[src/rtl/sio_pkg.sv]
package sio_pkg;
   typedef enum logic [1:0] {
      SIO_IDLE = 2'd0,
      SIO_SEND = 2'd1,
      SIO_RECV = 2'd2
   } sio_mode_e;
endpackage

[src/rtl/sio_timing.sv]
// Bit-slot sequencer: a phase counter over 2*HALF_T cycles and a bit counter.
// Slot layout: data launched at phase 0, clock low on phases HALF_T-1..2*HALF_T-2,
// rising edge entering the final phase.
module sio_timing #(
   parameter int unsigned HALF_T = 3,
   parameter int unsigned DATA_W = 8
) (
   input  logic clk,
   input  logic rst_n,
   input  logic start,
   input  logic active,
   output logic sclk,
   output logic tx_step,
   output logic rx_step,
   output logic last_edge
);
   localparam int unsigned SLOT = 2 * HALF_T;
   localparam int unsigned PH_W = $clog2(SLOT);
   localparam int unsigned BC_W = $clog2(DATA_W);
   localparam logic [PH_W-1:0] PH_LAST = PH_W'(SLOT - 1);
   localparam logic [PH_W-1:0] PH_SAMP = PH_W'(SLOT - 2);
   localparam logic [PH_W-1:0] PH_LOW0 = PH_W'(HALF_T - 1);
   localparam logic [BC_W-1:0] BIT_LAST = BC_W'(DATA_W - 1);

   logic [PH_W-1:0] phase_q;
   logic [BC_W-1:0] bit_q;
   logic            in_low;

   always_ff @(posedge clk or negedge rst_n) begin
      if (!rst_n) begin
         phase_q <= '0;
         bit_q   <= '0;
      end else if (start) begin
         phase_q <= '0;
         bit_q   <= '0;
      end else if (active) begin
         if (phase_q == PH_LAST) begin
            phase_q <= '0;
            bit_q   <= bit_q + 1'b1;
         end else begin
            phase_q <= phase_q + 1'b1;
         end
      end
   end

   always_comb begin
      in_low    = active && (phase_q >= PH_LOW0) && (phase_q <= PH_SAMP);
      sclk      = !in_low;
      tx_step   = active && (phase_q == PH_LAST);
      rx_step   = active && (phase_q == PH_SAMP);
      last_edge = tx_step && (bit_q == BIT_LAST);
   end
endmodule

[src/rtl/sio_shifter.sv]
// Shared shift register; bit order chosen at elaboration.
module sio_shifter #(
   parameter int unsigned DATA_W    = 8,
   parameter bit          LSB_FIRST = 1'b1
) (
   input  logic              clk,
   input  logic              rst_n,
   input  logic              load,
   input  logic [DATA_W-1:0] load_val,
   input  logic              tx_step,
   input  logic              rx_step,
   input  logic              sin,
   output logic              sout,
   output logic [DATA_W-1:0] word
);
   logic [DATA_W-1:0] sreg_q;
   logic [DATA_W-1:0] nxt_tx;
   logic [DATA_W-1:0] nxt_rx;

   generate
      if (LSB_FIRST) begin : g_lsb
         always_comb begin
            nxt_tx = {1'b1, sreg_q[DATA_W-1:1]};
            nxt_rx = {sin,  sreg_q[DATA_W-1:1]};
            sout   = sreg_q[0];
         end
      end else begin : g_msb
         always_comb begin
            nxt_tx = {sreg_q[DATA_W-2:0], 1'b1};
            nxt_rx = {sreg_q[DATA_W-2:0], sin};
            sout   = sreg_q[DATA_W-1];
         end
      end
   endgenerate

   always_ff @(posedge clk or negedge rst_n) begin
      if (!rst_n)       sreg_q <= '0;
      else if (load)    sreg_q <= load_val;
      else if (rx_step) sreg_q <= nxt_rx;
      else if (tx_step) sreg_q <= nxt_tx;
   end

   assign word = sreg_q;
endmodule

[src/rtl/sio_ctrl.sv]
// Transfer direction, start arbitration, completion pulse and receive holding register.
module sio_ctrl
   import sio_pkg::*;
#(
   parameter int unsigned DATA_W = 8
) (
   input  logic              clk,
   input  logic              rst_n,
   input  logic              wr_en,
   input  logic [DATA_W-1:0] wr_data,
   input  logic              rx_start,
   input  logic              last_edge,
   input  logic [DATA_W-1:0] word,
   output logic              busy,
   output logic              start,
   output logic [DATA_W-1:0] load_val,
   output logic              tx_en,
   output logic              rx_en,
   output logic              done,
   output logic [DATA_W-1:0] rx_data
);
   sio_mode_e         mode_q;
   logic              idle;
   logic              go_tx;
   logic              go_rx;
   logic              done_q;
   logic [DATA_W-1:0] rxd_q;

   always_comb begin
      idle     = (mode_q == SIO_IDLE);
      go_tx    = idle && wr_en;
      go_rx    = idle && rx_start && !wr_en;
      start    = go_tx || go_rx;
      load_val = go_tx ? wr_data : '0;
      busy     = !idle;
      tx_en    = (mode_q == SIO_SEND);
      rx_en    = (mode_q == SIO_RECV);
   end

   always_ff @(posedge clk or negedge rst_n) begin
      if (!rst_n) begin
         mode_q <= SIO_IDLE;
         done_q <= 1'b0;
         rxd_q  <= '0;
      end else begin
         done_q <= last_edge && !idle;
         if (go_tx)          mode_q <= SIO_SEND;
         else if (go_rx)     mode_q <= SIO_RECV;
         else if (last_edge) mode_q <= SIO_IDLE;
         if (last_edge && rx_en) rxd_q <= word;
      end
   end

   assign done    = done_q;
   assign rx_data = rxd_q;
endmodule

[src/rtl/sio_sync_port.sv]
module sio_sync_port #(
   parameter int unsigned DATA_W    = 8,
   parameter int unsigned HALF_T    = 3,
   parameter bit          LSB_FIRST = 1'b1
) (
   input  logic              clk,
   input  logic              rst_n,
   input  logic              wr_en,
   input  logic [DATA_W-1:0] wr_data,
   input  logic              rx_start,
   input  logic              sdata_i,
   output logic              busy,
   output logic              done,
   output logic [DATA_W-1:0] rx_data,
   output logic              sclk_o,
   output logic              sdata_o,
   output logic              sdata_oe
);
   generate
      if (HALF_T < 2) begin : g_bad_half
         $error("HALF_T must be at least 2");
      end
      if (DATA_W < 2) begin : g_bad_width
         $error("DATA_W must be at least 2");
      end
   endgenerate

   logic              start;
   logic              tx_en;
   logic              rx_en;
   logic              tx_step;
   logic              rx_step;
   logic              last_edge;
   logic              sclk;
   logic              sout;
   logic [DATA_W-1:0] load_val;
   logic [DATA_W-1:0] word;

   sio_ctrl #(.DATA_W(DATA_W)) i_ctrl (
      .clk(clk), .rst_n(rst_n), .wr_en(wr_en), .wr_data(wr_data),
      .rx_start(rx_start), .last_edge(last_edge), .word(word),
      .busy(busy), .start(start), .load_val(load_val), .tx_en(tx_en),
      .rx_en(rx_en), .done(done), .rx_data(rx_data)
   );

   sio_timing #(.HALF_T(HALF_T), .DATA_W(DATA_W)) i_timing (
      .clk(clk), .rst_n(rst_n), .start(start), .active(busy),
      .sclk(sclk), .tx_step(tx_step), .rx_step(rx_step), .last_edge(last_edge)
   );

   sio_shifter #(.DATA_W(DATA_W), .LSB_FIRST(LSB_FIRST)) i_shifter (
      .clk(clk), .rst_n(rst_n), .load(start), .load_val(load_val),
      .tx_step(tx_step && tx_en), .rx_step(rx_step && rx_en), .sin(sdata_i),
      .sout(sout), .word(word)
   );

   assign sclk_o   = sclk;
   assign sdata_oe = tx_en;
   assign sdata_o  = tx_en ? sout : 1'b1;
endmodule

[config.mk]
export PLATFORM = sky130hd
export DESIGN_NAME = sio_sync_port
export DESIGN_NICKNAME = d
export VERILOG_FILES = /design/src/rtl/sio_pkg.sv /design/src/rtl/sio_timing.sv /design/src/rtl/sio_shifter.sv /design/src/rtl/sio_ctrl.sv /design/src/rtl/sio_sync_port.sv
export SDC_FILE = /design/constraint.sdc
export NUM_CORES = 1
export LEC_CHECK = 0
export BUFFER_PORTS_ARGS = -buffer_cell sky130_fd_sc_hd__buf_2
export CORE_MARGIN = 4
export CORE_UTILIZATION = 30
export CTS_CLUSTER_SIZE = 24
export DETAILED_ROUTE_END_ITERATION = 8
export GPL_ROUTABILITY_DRIVEN = 1
export HOLD_SLACK_MARGIN = 0.02
export PLACE_DENSITY_LB_ADDON = 0.1
export REMOVE_ABC_BUFFERS = 1
export SYNTH_ARGS = -nofsm -noshare
export SYNTH_HDL_FRONTEND = slang
export SYNTH_SLANG_ARGS = --single-unit
[constraint.sdc]
create_clock -name clk -period 2.05 [get_ports clk]
set_input_delay 0.1025 -clock clk [delete_from_list [all_inputs] [get_ports clk]]
set_output_delay 0.1025 -clock clk [all_outputs]
set_load 0.005 [all_outputs]
### After elaboration in Yosys (flattened, before gate mapping)

Cells that the tools add are included.

| word-level totals | value |
|---|---|
| register bits | 25 |
| bits of input ports | 13 |
| output and inout port bits | 13 |

| cells by class | value |
|---|---|
| mux-type cells | 14 |
| eq/ne operators | 6 |
| add/sub/neg operators | 2 |
| reduce and logical (&&, ||, !) cells | 21 |
| magnitude comparators | 2 |

Operators by type and width:

| operator | count |
|---|---|
| $mux 8 | 4 |
| $mux 3 | 6 |
| $logic_and 1x1->1 | 12 |
| $eq 3x3->1 const B | 3 |
| $add 3x1->3 const B | 2 |
| $mux 2 | 3 |
| $reduce_bool 3->1 | 2 |
| $ge 3x2->1 const B | 1 |
| $le 3x3->1 const B | 1 |
| $logic_not 1->1 | 3 |
| $eq 2x1->1 const B | 1 |
| $eq 2x2->1 const B | 1 |
| $logic_not 2->1 | 1 |
| $ne 2x1->1 const B | 1 |
| $reduce_and 2->1 | 1 |
| $reduce_bool 2->1 | 1 |
| $logic_or 1x1->1 | 1 |
| $mux 1 | 1 |

### Logic depth before layout (Yosys ltp)

| depth | value |
|---|---|
| word-level depth | 7 |
| gate-level depth with buffers | 6 |
| mapped depth without buffers | 5 |

### Modules after synthesis

Synthesis repeated with hierarchy kept, for this count alone.

| unflattened totals | value |
|---|---|
| cells, all modules | 119 |
| area total of the unflattened synthesis | 1352.5 sq um |

By module, submodules not included:

| module | times used | seq. area each (sq um) | area each (sq um) | cells an instance |
|---|---|---|---|---|
| sio_ctrl | 1 | 275.3 | 503.0 | 40 |
| sio_shifter | 1 | 200.2 | 447.9 | 40 |
| sio_timing | 1 | 150.1 | 382.9 | 36 |
| sio_sync_port | 1 | 0.0 | 18.8 | 3 |

### Worst setup path before layout

No wires, ideal clock.

| timing path | value |
|---|---|
| path kind | flip-flop to flip-flop |
| start | reg i_timing.bit_q[0] |
| end | reg i_ctrl.rxd_q[0], in the netlist i_ctrl.rx_data[0] |
| arrival time | 1.397 ns |
| path slack | 0.529 ns |
| clock period less this slack | 1.521 ns |
| cell stages (with the launch flop) | 6 |
| cell sequence | dfrtp_1 > ha_1 > ha_1 > nand2_1 > nor3_4 > mux2_2 |

| on the way | value |
|---|---|
| cells in the longest elaborated chain, start to end | 3 |

RTL lines:

| what | line | RTL |
|---|---|---|
| from (decl) | sio_timing.sv:26 | `logic [BC_W-1:0] bit_q;` |
| from (signal assigned) | sio_timing.sv:39 | `bit_q <= bit_q + 1'b1;` |
| $eq 3x3->1 | sio_timing.sv:51 | `last_edge = tx_step && (bit_q == BIT_LAST);` |
| $logic_and 1x1->1 | sio_timing.sv:51 |  |
| $logic_and 1x1->1 | sio_ctrl.sv:50 | `if (last_edge && rx_en) rxd_q <= word;` |
| to (signal assigned) | sio_ctrl.sv:50 |  |
| to (decl) | sio_ctrl.sv:27 | `logic [DATA_W-1:0] rxd_q;` |

Every way passes these cells.
A chain may end at the register's enable or synchronous reset.

### Worst setup path after layout

| timing path | value |
|---|---|
| start | reg i_timing.phase_q[0] |
| end | reg i_shifter.sreg_q[6], in the netlist i_shifter.word[6] |

| on the way | value |
|---|---|
| cells in the longest elaborated chain, start to end | 5 |
| elaborated cells on any way between the ends | 9 |
| those cells by class | eq/ne (2); mux (2); reduce/logical (5) |

RTL lines:

| what | line | RTL |
|---|---|---|
| from (decl) | sio_timing.sv:25 | `logic [PH_W-1:0] phase_q;` |
| from (signal assigned) | sio_timing.sv:41 | `phase_q <= phase_q + 1'b1;` |
| $eq 3x3->1 | sio_timing.sv:50 | `rx_step = active && (phase_q == PH_SAMP);` |
| $logic_and 1x1->1 | sio_timing.sv:50 |  |
| $logic_and 1x1->1 | sio_sync_port.sv:53 | `.tx_step(tx_step && tx_en), .rx_step(rx_step && rx_en), .sin(sdata_i),` |
| $mux 8 | sio_shifter.sv:39 | `else if (rx_step) sreg_q <= nxt_rx;` |
| $mux 8 | sio_shifter.sv:38 | `else if (load) sreg_q <= load_val;` |
| to (signal assigned) | sio_shifter.sv:38 |  |
| to (signal assigned) | sio_shifter.sv:39 |  |
| to (signal assigned) | sio_shifter.sv:40 | `else if (tx_step) sreg_q <= nxt_tx;` |
| to (decl) | sio_shifter.sv:16 | `logic [DATA_W-1:0] sreg_q;` |

Several ways; a longest one is shown, not always the timed one.

==> run metrics <==
static leakage 0.691 nW; Setup TNS 0 ps; top_reg_cell synth dfrtp_1; Final Skew 1.94 ps; DR vias 904; Rel. slew slack 62.0%; placed insts 181; share of the synthesized area in the top cell type 53.8%; # nets final 154; share of post-route cells with drive strength above 1 33.3%; Max Clk Rate 593 MHz; status complete, no violations; post-CTS setup buffers 0; crit share post-route 82.2%; Max-Cap Viols 0; worst vdd ir 0.000372 V; Core ar. 0.00372 sq mm; ranking of synthesized cells by area dfrtp_1, mux2_2, a2bb2oi_1; fin util 38.1%; EDFF count, synth 0; P per Cell Area 1140 mW/mm^2; post-route cell area 0.00142 sq mm; synthesis-to-finish area growth 21.7%; initial antenna violation count 0; DRC errors left 0; vias in the first global route 921; initial drt markers 41; post-synthesis cell count 108; dominant cell type by area after synthesis dfrtp_1; dpl cell area 0.00136 sq mm; register area share after synthesis 53.8%; # diodes 0; DR pass1 iterations 4; later-pin clock latency in the skew report 270 ps; Final Hold Fails 0; WHS 55.2 ps; Fill cells 409; Final Power 1.61 mW; die width 70.2 microns; Crit. End Element register; slowest stage delay, CP 500 ps; Die H 70.2 microns; WP data required 2210 ps; #FFs+latches synth 25; Clock Sinks 25; Clock Pin Slew Worst Setup and Hold Paths 90 ps; Total Routing Usage GR 11.4%; CTS tree yes; WL per Instance 14.0 microns; hpwl dp 1.91 mm; number of synthesis warnings 0; Setup WS pre-CTS 402 ps; most frequent cells in the layout dfrtp_1, buf_2, nand2_1; Non-Filler Instances 186; Worst Path Arrival 1840 ps; max-slew violation count 0; pin count of the biggest net entering global routing 26; type of origin of the critical path register; Top Family by Delay on Critical Path compound AO/OA/AOI/OAI gates; GRT overflow 0; maximum clock path buffer count 2; Bufs and invs on worst path 0; Initial Utilization 31.3%; WL final 2.61 mm; FP Rows 22; min Tclk post-route 1690 ps; Setup CP Type register to register; Slew @ Worst Pin 570 ps; worst min path class input port to register; GP Congestion 0.687; I/O pin count 26; final setup margin 365 ps; Avg Inst Size Synth 10.8 sq um; drt via density 4.86; Root Driver clkbuf_8; H-tree depth 1; first-pass GRT wire length 4.38 mm; PortBufs 25; Num CTS Buffers 3; fraction of registers with async set or reset after synthesis 100%; Die Area 0.00493 sq mm; hold buffers post-CTS 1; post_cts resized 0; CP Cell Sequence and3b_1 -> o21ai_2 -> nand2_1 -> a2bb2oi_1; Antenna Violating Nets Remaining 0; RSZ-0062 raised after global routing false; Cell variety after synth 30; Mapped Area 0.00116 sq mm; Crit Path Max Fanout 10; Critical Path Slowest Stage Cell dfrtp_1; setup violators final 0
[layout make-up]
cell class | count | area [sq um] | area share (%)
sequential | 25 | 626 | 44.2
multi-input combinational | 76 | 508 | 35.9
timing repair buffer | 29 | 158 | 11.1
tap | 48 | 60.1 | 4.24
clock buffer | 3 | 41.3 | 2.92
inverter | 4 | 15.0 | 1.06
clock inverter | 1 | 7.51 | 0.531
[tightest hold or removal path, cell delays in order]
cell and delay [ps]:
buf_2 90, nand2_1 50, a2bb2oi_1 50
[synth_stat cells (3+ instances only)]
library cell,instances
dfrtp_1,25
a2bb2oi_1,7
mux2_2,8
nand2_1,16
o21ai_0,11
inv_1,3
nand3_1,3
nor2_1,6
[flip-flops by register name, summed over array words and instances (netlist names)]
name and count:
i_ctrl.rx_data 8, i_shifter.word 8, i_timing.bit_q 3, i_timing.phase_q 3, i_ctrl.mode_q 2, i_ctrl.done 1
[power breakdown]
| group | internal [mW] | leakage, nW | switching [mW] |
|---|---|---|---|
| combinational | 0.261 | 0.355 | 0.250 |
| sequential | 0.647 | 0.315 | 0.153 |
| clock | 0.138 | 0.0217 | 0.165 |
[cell families (layout without fill, tap and decap cells)]
kind of cell               count (synthesis)  in the layout  share of synthesized area, %
DFF                                       25             25                          53.8
adders and majority gates                  2              2                          2.15
AOI/OAI and AO/OA                         27             27                          15.6
and+or+nand+nor                           38             38                          17.3
buffers and inverters                      7             37                          2.48
muxes                                      9              9                          8.61
[per-layer routing]
metal / vias up / GRT usage (%) / wire length, microns
met3: 5 / 2.45 / 131
met2: 25 / 16.9 / 1160
met1: 432 / 16.0 / 1280
met4: 0 / 4.47 / 44
li1: 442 / - / -
met5: - / 0 / 0
[worst paths after layout]
check	from	endpoint	slack [ps]	cells past startpoint
max in group asynchronous	rst_n	i_shifter.word[6]$_DFFE_PN0P_	1320	2
min in group asynchronous	rst_n	i_timing.phase_q[1]$_DFFE_PN0P_	360	2
hold / removal	wr_data[5]	i_shifter.word[5]$_DFFE_PN0P_	60	3
setup reg to reg	i_timing.phase_q[0]$_DFFE_PN0P_	i_shifter.word[6]$_DFFE_PN0P_	360	4
setup / recovery	i_timing.phase_q[0]$_DFFE_PN0P_	i_shifter.word[6]$_DFFE_PN0P_	360	4
hold reg to reg	i_timing.bit_q[0]$_DFFE_PN0P_	i_timing.bit_q[0]$_DFFE_PN0P_	500	1
Power figures use the tool's default switching activity.
